File: config.mk
export PLATFORM = sky130hd
export DESIGN_NAME = mc_exec_stage
export DESIGN_NICKNAME = d
export VERILOG_FILES = /design/src/rtl/mc_exec_pkg.sv /design/src/rtl/mc_alu.sv /design/src/rtl/mc_mul_unit.sv /design/src/rtl/mc_exec_stage.sv
export SDC_FILE = /design/constraint.sdc
export NUM_CORES = 2
export LEC_CHECK = 0
export BUFFER_PORTS_ARGS = -buffer_cell sky130_fd_sc_hd__clkbuf_2
export CAP_MARGIN = 20
export CORE_AREA = 3 3 310 312
export CTS_BUF_LIST = sky130_fd_sc_hd__clkbuf_4
export DETAILED_ROUTE_END_ITERATION = 10
export DIE_AREA = 0 0 313 315
export PLACE_DENSITY = 0.76
export SLEW_MARGIN = 30
export SYNTH_ARGS = -nofsm -noshare
export SYNTH_HDL_FRONTEND = slang
export SYNTH_HIERARCHICAL = 1
export SYNTH_SLANG_ARGS = --single-unit
File: constraint.sdc
create_clock -name clk_i -period 9.1 [get_ports clk_i]
set_input_delay 0 -clock clk_i [delete_from_list [all_inputs] [get_ports clk_i]]
set_output_delay 0 -clock clk_i [all_outputs]
set_load 0.1 [all_outputs]
File: src/rtl/mc_exec_pkg.sv
package mc_exec_pkg;
  typedef enum logic [2:0] {
    OP_ADD   = 3'd0,
    OP_SUB   = 3'd1,
    OP_AND   = 3'd2,
    OP_OR    = 3'd3,
    OP_XOR   = 3'd4,
    OP_LTU   = 3'd5,
    OP_SLL   = 3'd6,
    OP_PASSB = 3'd7
  } alu_op_e;

  localparam int unsigned OP_W = 3;
endpackage

File: src/rtl/mc_alu.sv
module mc_alu
  import mc_exec_pkg::*;
#(
  parameter int unsigned DATA_W = 32
) (
  input  logic [OP_W-1:0]   op_i,
  input  logic [DATA_W-1:0] a_i,
  input  logic [DATA_W-1:0] b_i,
  output logic [DATA_W-1:0] res_o
);
  localparam int unsigned SH_W = $clog2(DATA_W);

  alu_op_e op;
  assign op = alu_op_e'(op_i);

  always_comb begin
    unique case (op)
      OP_ADD:   res_o = a_i + b_i;
      OP_SUB:   res_o = a_i - b_i;
      OP_AND:   res_o = a_i & b_i;
      OP_OR:    res_o = a_i | b_i;
      OP_XOR:   res_o = a_i ^ b_i;
      OP_LTU:   res_o = {{(DATA_W-1){1'b0}}, (a_i < b_i)};
      OP_SLL:   res_o = a_i << b_i[SH_W-1:0];
      default:  res_o = b_i;
    endcase
  end
endmodule

File: src/rtl/mc_mul_unit.sv
module mc_mul_unit #(
  parameter int unsigned DATA_W = 32
) (
  input  logic              clk_i,
  input  logic              rst_ni,
  input  logic              req_valid_i,
  output logic              req_ready_o,
  input  logic              req_hi_i,
  input  logic [DATA_W-1:0] req_a_i,
  input  logic [DATA_W-1:0] req_b_i,
  output logic              resp_valid_o,
  input  logic              resp_take_i,
  output logic [DATA_W-1:0] resp_data_o
);
  localparam int unsigned HALF_W = DATA_W / 2;
  localparam int unsigned PART_W = DATA_W + HALF_W;
  localparam int unsigned PROD_W = 2 * DATA_W;

  // step one: two partial products
  logic              s1_vld_q;
  logic              s1_hi_q;
  logic [PART_W-1:0] s1_lo_q, s1_up_q;
  // step two: summed product
  logic              s2_vld_q;
  logic              s2_hi_q;
  logic [PROD_W-1:0] s2_prod_q;

  logic              accept, advance, drain;
  logic [PART_W-1:0] part_lo, part_up;
  logic [PROD_W-1:0] prod_sum;

  assign drain       = s2_vld_q && resp_take_i;
  assign advance     = s1_vld_q && (!s2_vld_q || drain);
  assign req_ready_o = !s1_vld_q || advance;
  assign accept      = req_valid_i && req_ready_o;

  assign part_lo = {{HALF_W{1'b0}}, req_a_i} * {{DATA_W{1'b0}}, req_b_i[HALF_W-1:0]};
  assign part_up = {{HALF_W{1'b0}}, req_a_i} * {{DATA_W{1'b0}}, req_b_i[DATA_W-1:HALF_W]};

  assign prod_sum = {{(PROD_W-PART_W){1'b0}}, s1_lo_q}
                  + ({{(PROD_W-PART_W){1'b0}}, s1_up_q} << HALF_W);

  always_ff @(posedge clk_i or negedge rst_ni) begin
    if (!rst_ni) begin
      s1_vld_q <= 1'b0;
      s2_vld_q <= 1'b0;
    end else begin
      if (accept)       s1_vld_q <= 1'b1;
      else if (advance) s1_vld_q <= 1'b0;
      if (advance)      s2_vld_q <= 1'b1;
      else if (drain)   s2_vld_q <= 1'b0;
    end
  end

  always_ff @(posedge clk_i) begin
    if (accept) begin
      s1_lo_q <= part_lo;
      s1_up_q <= part_up;
      s1_hi_q <= req_hi_i;
    end
    if (advance) begin
      s2_prod_q <= prod_sum;
      s2_hi_q   <= s1_hi_q;
    end
  end

  // step three: half select as the response is taken
  assign resp_valid_o = s2_vld_q;
  assign resp_data_o  = s2_hi_q ? s2_prod_q[PROD_W-1:DATA_W] : s2_prod_q[DATA_W-1:0];
endmodule

File: src/rtl/mc_exec_stage.sv
module mc_exec_stage
  import mc_exec_pkg::*;
#(
  parameter int unsigned DATA_W = 32,
  parameter int unsigned TAG_W  = 4
) (
  input  logic              clk_i,
  input  logic              rst_ni,
  input  logic              in_valid_i,
  output logic              in_ready_o,
  input  logic              in_multi_i,
  input  logic [OP_W-1:0]   in_op_i,
  input  logic [DATA_W-1:0] in_a_i,
  input  logic [DATA_W-1:0] in_b_i,
  input  logic [TAG_W-1:0]  in_tag_i,
  output logic              out_valid_o,
  input  logic              out_ready_i,
  output logic [DATA_W-1:0] out_data_o,
  output logic [TAG_W-1:0]  out_tag_o
);
  logic              wait_q;
  logic              single_done, multi_done, fire;
  logic              req_valid, req_ready, resp_valid;
  logic [DATA_W-1:0] alu_res, mul_res;

  mc_alu #(.DATA_W(DATA_W)) u_alu (
    .op_i  (in_op_i),
    .a_i   (in_a_i),
    .b_i   (in_b_i),
    .res_o (alu_res)
  );

  mc_mul_unit #(.DATA_W(DATA_W)) u_mul (
    .clk_i        (clk_i),
    .rst_ni       (rst_ni),
    .req_valid_i  (req_valid),
    .req_ready_o  (req_ready),
    .req_hi_i     (in_op_i[0]),
    .req_a_i      (in_a_i),
    .req_b_i      (in_b_i),
    .resp_valid_o (resp_valid),
    .resp_take_i  (multi_done && out_ready_i),
    .resp_data_o  (mul_res)
  );

  assign req_valid   = !wait_q && in_valid_i && in_multi_i;
  assign single_done = !wait_q && in_valid_i && !in_multi_i;
  assign multi_done  = wait_q && resp_valid;

  assign out_valid_o = single_done || multi_done;
  assign out_data_o  = wait_q ? mul_res : alu_res;
  assign out_tag_o   = in_tag_i;
  assign fire        = out_valid_o && out_ready_i;
  assign in_ready_o  = fire;

  always_ff @(posedge clk_i or negedge rst_ni) begin
    if (!rst_ni)                     wait_q <= 1'b0;
    else if (req_valid && req_ready) wait_q <= 1'b1;
    else if (wait_q && fire)         wait_q <= 1'b0;
  end
endmodule

==> reports/results.ini <==
[drt]
drt_wl_total_mm = 147.0
drt_pass1_iterations = 8
wire_per_inst_um = 22.76
ant_nets = 0
dr_total_vias = 38240
initialDrtViolationCount = 3893
drc = 0
viasPerCell = 5.919

[synthesis]
synthFlopType = edfxtp_1
synth_nets = 6611
syn_avg_cell_area_um2 = 8.793
synth_edf_count = 162
ys_warn_count = 6
yosysTopAreaCellShare = 0.3589
async_flop_share = 0.01818
ys_ff_latch = 165
ys_types = 92
synth_top_area_cell = fa_1
synth-seq-area-share = 0.1056
syn_inst = 5322
netlist_area_um2 = 46800
synth_area_leaders = fa_1 (36%), edfxtp_1 (10%), ha_1 (10%)

[timing]
finalSetupViolCount = 0
rsz0062_at_grt = no
whs_ns = 0.00004385
slew_headroom = 0.2966
hold_viol_final = 0
fin_tns_setup_ns = 0
skew_ns = 0.03616
fmaxAchievable_ghz = 0.1421
period_minus_slack_ns = 7.036
worst_pin_slew_ns = 1.055
setup_ws_ns = 2.064
drv_slew = 0
finalCritPeriodShare = 0.7732

[place]
portBuffers = 105
finalWeightedCongestion = 1.038
dpl_cell_area_um2 = 48000
dpl.hpwl_mm = 111.2
dp_slack_ns = 1.671

[cts]
post-cts-setup-buffers = 0
cts_resized = 0
cts-buffers-inserted = 17
root_buffer = clkbuf_4
clkTransAtPathRegs_ns = 0.17
clock-sinks = 165
clock_latency_ns = 0.64
cts_hold_buf = 9
htree_levels = 4
clock_path_buffers = 2
cts_tree = built

[min_path]
min_path_type = input pin to output pin
holdPathStages = 0

[floorplan]
start_util = 0.5014
io_pins = 114
die_h_um = 315
dieArea_um2 = 98600
die_w_um = 313
num_rows = 112
coreArea_um2 = 93330

[cells_and_area]
drive_above_1_share = 0.05765
nets = 6480
final_cell_mix = inv_1 (988), fa_1 (839), nand2_1 (791), and2_1 (434), ha_1 (374)
areaGrowthSynthToFinish_pct = 3.639
final_common_cell = inv_1
final_area_um2 = 48500

[setup_path]
r2r-end = u_mul/s2_prod_q[41]
cp_max_fo = 37
cp-startpoint = in_b_i[4]
slowest_delay_ns = 0.69
end_kind = flop
worstSetupPathType = input pin to flop
r2r_cells = 11
timing.rr.start = u_mul/s1_lo_q[22]
critPathLaunchType = input pin
endpoint = u_mul/s1_lo_q[45]
path_cells = clkbuf_2 -> and2_1 -> fa_1 -> inv_1 -> fa_1 -> fa_1 -> inv_1 -> fa_1 -> fa_1 -> inv_1 -> fa_1 -> inv_1 -> ha_1 -> nand4_1 -> a211oi_1 -> a21oi_1 -> o41ai_1 -> nand4b_1 -> nand2_1 -> o41ai_1 -> nand3_1 -> a32oi_1 -> xor2_1
cp.required_ns = 9.50
crit_path_top_delay_cell = o41ai_1
rrSetupSlack_ns = 5.24
path_common_cell = fa_1
critPathArrivalTime_ns = 7.44

[grt]
grt_max_degree = 72
grt_pass1_vias = 39670
grt_use_total = 0.3012
antenna_found_initial = 7
gr-total-overflow = 0
grt_first_pass_wirelength_mm = 228.8

[run]
maxCapViolations = 0

[run_status]
status = finished clean

-- kinds of logic after synthesis --
family          share of synthesized area
compound gates                     0.1067
xor+xnor                          0.02976
fa+ha+maj                          0.4589
buf+inv                            0.1068
flops                              0.1056
mux                               0.02930
simple gates                       0.1629
-- layout make-up --
type / instances / area, µm²
antenna: 3 / 7.507
clock buffer: 17 / 127.6
clock inverter: 15 / 207.7
fill: 8540 / 44830
inverter: 992 / 3724
multi-input combinational: 3854 / 36900
sequential: 165 / 4941
tap: 1254 / 1569
timing repair buffer: 161 / 1021
-- registers in the layout (all words and copies together) (netlist names) --
signal and count:
u_mul/s2_hi_q 1, wait_q 1, u_mul/s1_lo_q 48, u_mul/resp_valid_o 1, u_mul/s1_hi_q 1, u_mul/s1_vld_q 1
u_mul/s1_up_q 48, u_mul/s2_prod_q 64
-- synth_stat cells (25+ instances only) --
| master | instances |
|---|---|
| inv_1 | 988 |
| fa_1 | 839 |
| nand2_1 | 791 |
| and2_1 | 436 |
| ha_1 | 374 |
| a21oi_1 | 282 |
| clkbuf_1 | 277 |
| nor2_1 | 173 |
| edfxtp_1 | 162 |
| xnor2_1 | 113 |
| o21ai_0 | 106 |
| a21o_1 | 73 |
| nand3_1 | 47 |
| xor2_1 | 46 |
| mux2_2 | 38 |
| a31oi_1 | 33 |
| mux2i_1 | 32 |
| nor3_1 | 29 |
| mux2_4 | 28 |
| nand4_1 | 28 |
| o21bai_1 | 26 |
| o211ai_1 | 25 |
-- metrics by stage --
stage	utilization	instances
floorplan	-	5322
global placement	0.5141	6414
detailed placement	0.5143	6415
CTS	0.5189	6456
global route	0.5196	6459
finish	0.5197	6461
-- metal layers --
metal  wire [µm]  track usage  part of all wire
met5          27            0           0.00018
met4       13340       0.2281             0.091
met3       13520      0.05640             0.092
met2       65120       0.4621              0.44
met1       55020       0.3793              0.37
-- worst max-delay path, delay by kind of cell --
family                     cells  cell delay [ns]
and+or+nand+nor                5             1.09
AOI/OAI and AO/OA              5             1.99
xor gates and xnor gates       1             0.09
buffers and inverters          5             0.76
adders and majority gates      7             3.46
-- worst min path at each step --
stage                                    end   startpoint  slack (ns)
after floorplan           u_mul/resp_valid_o       rst_ni       -0.30
after global placement        u_mul/s1_vld_q       rst_ni       -0.20
after detailed placement      u_mul/s1_vld_q       rst_ni       -0.20
after CTS                       out_tag_o[2]  in_tag_i[2]      0.0007
after global routing            out_tag_o[1]  in_tag_i[1]      0.0002
final                           out_tag_o[1]  in_tag_i[1]     0.00004
Power is left out: the tool's default activity adds up to more than one toggle a clock period on the data nets, which glitch-free logic cannot reach.
